### src/rtl/vic_pkg.sv
package vic_pkg;
  localparam int unsigned BUS_AW = 3;
  localparam int unsigned BUS_DW = 32;
  localparam logic [BUS_AW-1:0] RA_ROUTE = 3'd0;
  localparam logic [BUS_AW-1:0] RA_PEND  = 3'd1;
  localparam logic [BUS_AW-1:0] RA_MASK  = 3'd2;
  localparam logic [BUS_AW-1:0] RA_NOFF  = 3'd3;
  localparam logic [BUS_AW-1:0] RA_FOFF  = 3'd4;
  typedef enum logic {ROUTE_NORM = 1'b0, ROUTE_FAST = 1'b1} route_e;
endpackage

### src/rtl/vic_pend_latch.sv
module vic_pend_latch #(
  parameter int unsigned NSRC = 21
) (
  input  logic            clk,
  input  logic            rst,
  input  logic [NSRC-1:0] src_i,
  input  logic [NSRC-1:0] clr_i,
  output logic [NSRC-1:0] rise_o,
  output logic [NSRC-1:0] pend_o
);
  logic [NSRC-1:0] src_q;

  assign rise_o = src_i & ~src_q;

  always_ff @(posedge clk) begin
    if (rst) begin
      src_q  <= '0;
      pend_o <= '0;
    end else begin
      src_q  <= src_i;
      // set has priority over clear
      pend_o <= (pend_o & ~clr_i) | rise_o;
    end
  end
endmodule

### src/rtl/vic_prio_enc.sv
module vic_prio_enc #(
  parameter int unsigned NSRC  = 21,
  parameter int unsigned IDX_W = $clog2(NSRC + 1)
) (
  input  logic [NSRC-1:0]  req_i,
  output logic [IDX_W-1:0] idx_o
);
  always_comb begin
    idx_o = IDX_W'(NSRC);
    for (int i = 0; i < NSRC; i++) begin
      if (req_i[i]) idx_o = IDX_W'(i);
    end
  end
endmodule

### src/rtl/vic_regbank.sv
module vic_regbank
  import vic_pkg::*;
#(
  parameter int unsigned NSRC  = 21,
  parameter int unsigned OFF_W = $clog2(NSRC + 1) + 2
) (
  input  logic              clk,
  input  logic              rst,
  input  logic              bus_en,
  input  logic              bus_we,
  input  logic [BUS_AW-1:0] bus_addr,
  input  logic [BUS_DW-1:0] bus_wdata,
  input  logic [NSRC-1:0]   pend_i,
  input  logic [OFF_W-1:0]  noff_i,
  input  logic [OFF_W-1:0]  foff_i,
  output logic [NSRC-1:0]   route_o,
  output logic [NSRC:0]     mask_o,
  output logic [NSRC-1:0]   clr_o,
  output logic [BUS_DW-1:0] rdata_o
);
  logic wr;
  logic [BUS_DW-1:0] rd_mux;

  assign wr    = bus_en & bus_we;
  assign clr_o = (wr && bus_addr == RA_PEND) ? bus_wdata[NSRC-1:0] : '0;

  always_ff @(posedge clk) begin
    if (rst) begin
      route_o <= '0;
      mask_o  <= '1;
    end else if (wr) begin
      if (bus_addr == RA_ROUTE) route_o <= bus_wdata[NSRC-1:0];
      if (bus_addr == RA_MASK)  mask_o  <= bus_wdata[NSRC:0];
    end
  end

  always_comb begin
    unique case (bus_addr)
      RA_ROUTE: rd_mux = BUS_DW'(route_o);
      RA_PEND:  rd_mux = BUS_DW'(pend_i);
      RA_MASK:  rd_mux = BUS_DW'(mask_o);
      RA_NOFF:  rd_mux = BUS_DW'(noff_i);
      RA_FOFF:  rd_mux = BUS_DW'(foff_i);
      default:  rd_mux = '0;
    endcase
  end

  always_ff @(posedge clk) begin
    if (rst) rdata_o <= '0;
    else if (bus_en && !bus_we) rdata_o <= rd_mux;
  end
endmodule

### src/rtl/vic_top.sv
module vic_top
  import vic_pkg::*;
#(
  parameter int unsigned NSRC = 21
) (
  input  logic              clk,
  input  logic              rst,
  input  logic [NSRC-1:0]   src_i,
  input  logic              bus_en,
  input  logic              bus_we,
  input  logic [BUS_AW-1:0] bus_addr,
  input  logic [BUS_DW-1:0] bus_wdata,
  output logic [BUS_DW-1:0] bus_rdata,
  output logic              irq_o,
  output logic              fiq_o
);
  localparam int unsigned IDX_W = $clog2(NSRC + 1);
  localparam int unsigned OFF_W = IDX_W + 2;
  localparam int unsigned NROUTE = 2;

  logic [NSRC-1:0] pend_q, rise_w, pend_clr, mode_q;
  logic [NSRC:0]   mask_q;
  logic [NSRC-1:0] live;
  logic [NROUTE-1:0][NSRC-1:0]  cand;
  logic [NROUTE-1:0][IDX_W-1:0] win;
  logic [NROUTE-1:0][OFF_W-1:0] off;
  logic [NROUTE-1:0] line_q;

  vic_pend_latch #(.NSRC(NSRC)) u_pend (
    .clk(clk), .rst(rst), .src_i(src_i), .clr_i(pend_clr),
    .rise_o(rise_w), .pend_o(pend_q)
  );

  assign live = pend_q & ~mask_q[NSRC-1:0];

  for (genvar r = 0; r < NROUTE; r++) begin : g_route
    if (r == int'(ROUTE_NORM)) begin : g_norm
      assign cand[r] = live & ~mode_q;
    end else begin : g_fast
      assign cand[r] = live & mode_q;
    end
    vic_prio_enc #(.NSRC(NSRC), .IDX_W(IDX_W)) u_enc (
      .req_i(cand[r]), .idx_o(win[r])
    );
    assign off[r] = {win[r], 2'b00};
    always_ff @(posedge clk) begin
      if (rst) line_q[r] <= 1'b0;
      else     line_q[r] <= (|cand[r]) & ~mask_q[NSRC];
    end
  end

  assign irq_o = line_q[int'(ROUTE_NORM)];
  assign fiq_o = line_q[int'(ROUTE_FAST)];

  vic_regbank #(.NSRC(NSRC), .OFF_W(OFF_W)) u_regs (
    .clk(clk), .rst(rst), .bus_en(bus_en), .bus_we(bus_we),
    .bus_addr(bus_addr), .bus_wdata(bus_wdata), .pend_i(pend_q),
    .noff_i(off[int'(ROUTE_NORM)]), .foff_i(off[int'(ROUTE_FAST)]),
    .route_o(mode_q), .mask_o(mask_q), .clr_o(pend_clr), .rdata_o(bus_rdata)
  );
endmodule

### config.mk
export PLATFORM = sky130hd
export DESIGN_NAME = vic_top
export DESIGN_NICKNAME = d
export VERILOG_FILES = /design/src/rtl/vic_pkg.sv /design/src/rtl/vic_pend_latch.sv /design/src/rtl/vic_prio_enc.sv /design/src/rtl/vic_regbank.sv /design/src/rtl/vic_top.sv
export SDC_FILE = /design/constraint.sdc
export NUM_CORES = 1
export LEC_CHECK = 0
export BUFFER_PORTS_ARGS = -buffer_cell sky130_fd_sc_hd__buf_2
export CELL_PAD_IN_SITES_DETAIL_PLACEMENT = 2
export CELL_PAD_IN_SITES_GLOBAL_PLACEMENT = 2
export CORE_MARGIN = 1.5
export CORE_UTILIZATION = 31
export CTS_CLUSTER_SIZE = 10
export DETAILED_ROUTE_END_ITERATION = 12
export GPL_ROUTABILITY_DRIVEN = 1
export PLACE_DENSITY_LB_ADDON = 0.3
export RECOVER_POWER = 50
export SKIP_LAST_GASP = 1
export SYNTH_ARGS = -nofsm -noshare
export SYNTH_HDL_FRONTEND = slang
export SYNTH_HIERARCHICAL = 1
export SYNTH_SLANG_ARGS = --single-unit
### constraint.sdc
create_clock -name clk -period 2.2 [get_ports clk]
set_input_delay 0.11 -clock clk [delete_from_list [all_inputs] [get_ports clk]]
set_output_delay 0.11 -clock clk [all_outputs]
set_load 0.01 [all_outputs]
=== Word level (Yosys, flattened, before mapping) ===
Cells that the tools add are included.
Widths: inputs -> output; s select.

* Register bits: 119
* Input port bits: 60
* Word-level logic and storage cells: 77

* Equality and inequality tests: 4
* Mux-type cells: 44
* Bitwise logic cells: 14
* Reductions and logical operators: 8

{| class="wikitable"
|+ Operators with widths
! kind !! number
|-
| $mux 5 || 42
|-
| $pmux 22 s5 || 1
|-
| $and 21x21->21 || 5
|-
| $not 21->21 || 4
|-
| $reduce_or 21->1 || 2
|-
| $mux 21 || 1
|-
| $or 21x21->21 || 1
|-
| $eq 3x2->1 const B || 2
|-
| $reduce_and 2->1 || 2
|-
| $and 1x1->1 || 3
|-
| $eq 3x1->1 const B || 1
|-
| $eq 3x3->1 const B || 1
|-
| $logic_not 3->1 || 1
|-
| $logic_and 1x1->1 || 2
|-
| $logic_not 1->1 || 1
|-
| $not 1->1 || 1
|}

=== Logic depth before layout (Yosys ltp) ===
* Word-level depth: 25
* Gate-level depth with buffers: 8
* Gate-level depth less buffers: 8

=== Modules after synthesis ===
Netlist, hierarchy kept.

{| class="wikitable"
|+ Modules (own cells, without submodules)
! module !! instances !! cells each !! area each (um2) !! sequential area each (um2)
|-
| vic_regbank || 1 || 344 || 3289.4 || 1301.2
|-
| vic_pend_latch || 1 || 130 || 1473.9 || 840.8
|-
| vic_top || 1 || 62 || 490.5 || 40.0
|-
| vic_prio_enc || 2 || 40 || 224.0 || 0.0
|}

=== Worst setup path before layout ===
OpenSTA, ideal clock, no wires.

* Path kind: flip-flop to flip-flop
* Start point: register u_regs.mask_o[7]
* End point: register u_regs.rdata_o[4]
* Arrival: 1.948 ns
* Data required time: 2.052 ns
* Slack: 0.104 ns
* Cell stages (with the launch flop): 9
* Cell sequence: dfxtp_1 > and3b_1 > or4_1 > o21ai_1 > nand2_1 > a31o_1 > mux2_2 > a22oi_1 > a221oi_1

{| class="wikitable"
|+ RTL lines
! element !! RTL line !! text
|-
| start: declaration || vic_regbank.sv:17 || <nowiki>output logic [NSRC:0] mask_o,</nowiki>
|-
| start signal: assignment || vic_regbank.sv:33 || <nowiki>if (bus_addr == RA_MASK) mask_o <= bus_wdata[NSRC:0];</nowiki>
|-
| end signal: assignment || vic_regbank.sv:50 || <nowiki>else if (bus_en && !bus_we) rdata_o <= rd_mux;</nowiki>
|-
| end: declaration || vic_regbank.sv:19 || <nowiki>output logic [BUS_DW-1:0] rdata_o</nowiki>
|}

==> flow_metrics.py <==
metrics = {
    "timing": {
        "tightest_slew_ns": 1.318,
        "final-max-slew-violation-count": 0,
        "period_needed_ns": 2.161,
        "final.setup.worst_slack_ns": 0.03938,
        "fmax_mhz": 462.8,
        "rsz0062_at_grt": "yes",
        "period_share_pct": 98.21,
        "setup_viol": 0,
        "hold_viol": 0,
        "maxSlewHeadroom_pct": 12.15,
        "skew_ns": 0.01159,
    },
    "global_route": {
        "grt_pass1_wl_mm": 33.30,
        "gr-total-overflow": 0,
        "antenna_found_initial": 0,
        "grt_use_total_pct": 22.24,
        "grt_pass1_vias": 5731,
        "grt_max_degree": 66,
    },
    "critical_path": {
        "path_buf_inv": 0,
        "rr_worst_depth": 8,
        "r2r-start": "u_regs/route_o[6]",
        "crit_end": "u_regs/rdata_o[4]",
        "regToRegSetupSlack_ns": 0.04,
        "cp-start-kind": "flip-flop",
        "required_ns": 2.42,
        "crit_slowest_cell": "dfxtp_1",
        "max_stage_delay_ns": 0.47,
        "path_depth": 8,
        "critical_path.top_delay_family": "simple AND/OR/NAND/NOR gates",
        "cp-end-kind": "flip-flop",
        "cp_cell_sequence": "nor3b_2, or4_4, o21ai_2, nand2_1, a31o_1, mux2_4, a22oi_2, a221oi_1",
        "rr_endpoint": "u_regs/rdata_o[4]",
        "crit_start": "u_regs/route_o[6]",
        "crit_fanout": 5,
        "worstPathArrival_ns": 2.38,
        "worstSetupPathType": "flip-flop to flip-flop",
    },
    "yosys": {
        "synth_cells": 616,
        "yosys-top-cells-area": "dfxtp_1 (38%), nor2b_1 (6.9%), and3_1 (4.7%)",
        "ys.flop_type": "dfxtp_1",
        "synth_edf_count": 0,
        "synth.top_cell.area_share_pct": 38.27,
        "ys_ff_latch": 109,
        "synth_warnings": 6,
        "synthArstFlopShare_pct": 0,
        "yosysUniqueCellTypes": 53,
        "synth_area_leader_cell": "dfxtp_1",
        "syn-cell-area_um2": 5702,
        "ys_seq_area_share_pct": 38.27,
        "syn_area_per_cell_um2": 9.256,
    },
    "finish": {
        "stdcell_count": 961,
        "register_area_um2": 2198,
        "syn_to_final_growth_pct": 23.79,
        "multi_input_area_um2": 3346,
        "antenna_cells": 0,
        "layout-drive-gt1-share_pct": 27.73,
        "nNetsFinal": 790,
        "nFillCells": 2000,
    },
    "detailed_routing": {
        "drt_wl_total_mm": 21.28,
        "drtIter0Drc": 272,
        "antenna_left": 0,
        "drcViolationCount": 0,
        "routedWlPerCell_um": 22.15,
        "routed-via-count": 5294,
        "first_pass_iters": 4,
        "avgViaCountPerCell": 5.509,
    },
    "placement": {
        "dp_hpwl_mm": 14.95,
        "gp_congestion": 0.8911,
        "portBuffers": 73,
        "post-place-cells": 928,
        "dp_slack_ns": -0.03267,
    },
    "worst_hold_path": {
        "hp-class": "primary input to flip-flop",
        "min_from": "src_i[2]",
    },
    "pwr": {
        "cellLeakagePower_nw": 2.927,
        "cellPowerDensity_nw_per_um2": 592.7,
        "ir_drop_mv": 0.3942,
    },
    "clock_tree": {
        "clock_latency_ns": 0.36,
        "clkTransAtPathRegs_ns": 0.08,
        "cts_tree": "done",
        "cts-htree-levels": 3,
        "clkSinkCount": 109,
        "cts_buffer_depth": 2,
        "post_cts_buffers": 0,
        "cts_made_buffers": 9,
        "cts-root-buf": "clkbuf_16",
    },
    "floorplan": {
        "die_x_um": 138.6,
        "dieArea_um2": 19220,
        "die_y_um": 138.6,
        "start_util_pct": 31.63,
        "ioPinCount": 94,
        "coreArea_um2": 18020,
        "rows": 49,
    },
    "flow_run": {
        "maxCapViolCount": 0,
    },
    "status": {
        "status": "finished clean",
    },
}
-- cells in the final DEF, fill, tap and decap left out, types with 4 or more instances in the layout --
master,n
a211o_1,22
a21oi_1,29
a221oi_1,6
a22o_1,14
a22oi_1,11
and3_1,43
and3b_1,17
and3b_2,5
buf_2,49
buf_4,45
clkbuf_1,25
clkbuf_16,9
conb_1,14
dfxtp_1,98
dfxtp_2,10
dlygate4sd3_1,20
inv_1,9
mux2_2,13
mux2i_1,14
nand2_1,13
nand3_1,21
nor2_1,19
nor2b_1,62
nor3_1,7
nor3b_1,5
nor3b_2,16
nor4_1,11
nor4_2,4
o21ai_0,27
o21ba_2,21
o2bb2ai_1,14
-- cells by family (layout without fill, tap and decap cells) --
logic type	count (synthesis)	after routing	share of synthesized area, %
compound gates	170	170	22.51
buf+inv	61	165	6.671
flops	109	109	38.27
mux	28	28	5.223
other cells	2	14	0.1317
simple gates	246	246	27.19
-- what timing repair did --
item,CTS,global route
pin swaps,1,4
cloned,0,0
hold buffers,20,0
endpoints found under the setup margin,3,5
endpoints found under the hold margin,20,0
resized for setup,5,42
-- synthesized netlist by cell type (all sizes together), types with 4 or more instances --
master	instances
dfxtp	109
nor2b	64
and3	43
buf	36
a21oi	30
o21ai	30
a211o	22
and3b	22
nor3b	22
nand3	21
o21ba	21
nor2	20
clkbuf	16
nor4	15
a22o	14
mux2	14
mux2i	14
nand2	14
o2bb2ai	14
a22oi	13
inv	9
nor3	8
a221oi	7
a221o	4
a31o	4
-- through the flow --
step / area [µm²] / util (%) / power (mW) / hold slack [ns] / setup TNS, ns
3_3_place_gp: 6467 / 35.88 / 2.649 / 0.3310 / -0.005806
4_1_cts: 6944 / 38.53 / 4.216 / 0.002580 / -0.04213
6_report: 7058 / 39.16 / 4.183 / 0.0007714 / 0
5_1_grt: 7058 / 39.16 / 4.355 / 0.001076 / -0.04037
2_1_floorplan: 5747 / - / 2.463 / 0.2352 / 0
3_5_place_dp: 6467 / 35.88 / 2.672 / 0.3352 / -0.06312
-- state kept, by name, indices dropped and copies added (netlist names) --
name,flops
u_regs/rdata_o,22
u_pend/pend_o,21
irq_o,1
u_pend/src_q,21
u_regs/mask_o,22
u_regs/route_o,21
fiq_o,1
-- per-layer routing --
| metal | part of all wire (%) | up-vias | track usage [%] |
|---|---|---|---|
| met3 | 3.2 | 23 | 3.246 |
| li1 | - | 2478 | - |
| met4 | 1.8 | 0 | 7.840 |
| met5 | 0 | - | 0 |
| met1 | 47 | 2694 | 30.09 |
| met2 | 48 | 99 | 36.27 |
-- worst min path at each step --
stage / cells past startpoint / to / slack [ns]
after floorplan: 1 / u_pend/src_q[0] / 0.24
after global placement: 2 / u_pend/src_q[0] / 0.33
after detailed placement: 2 / u_pend/src_q[0] / 0.34
after CTS: 2 / u_pend/src_q[2] / 0.003
after global routing: 2 / u_pend/src_q[2] / 0.001
final: 2 / u_pend/src_q[2] / 0.0008
-- report_power, final --
group          leakage, nW  switching [mW]  internal, mW
combinational         1.91           0.308         0.263
clock                0.123           0.761         0.751
sequential           0.892          0.0548          2.05
-- area by class of cell --
type | instances | area share, %
tap | 229 | 4.060
clock buffer | 9 | 3.191
multi-input combinational | 458 | 47.40
inverter | 9 | 0.4786
timing repair buffer | 143 | 13.35
sequential | 109 | 31.15
clock inverter | 4 | 0.3723
Power figures use the tool's default switching activity.
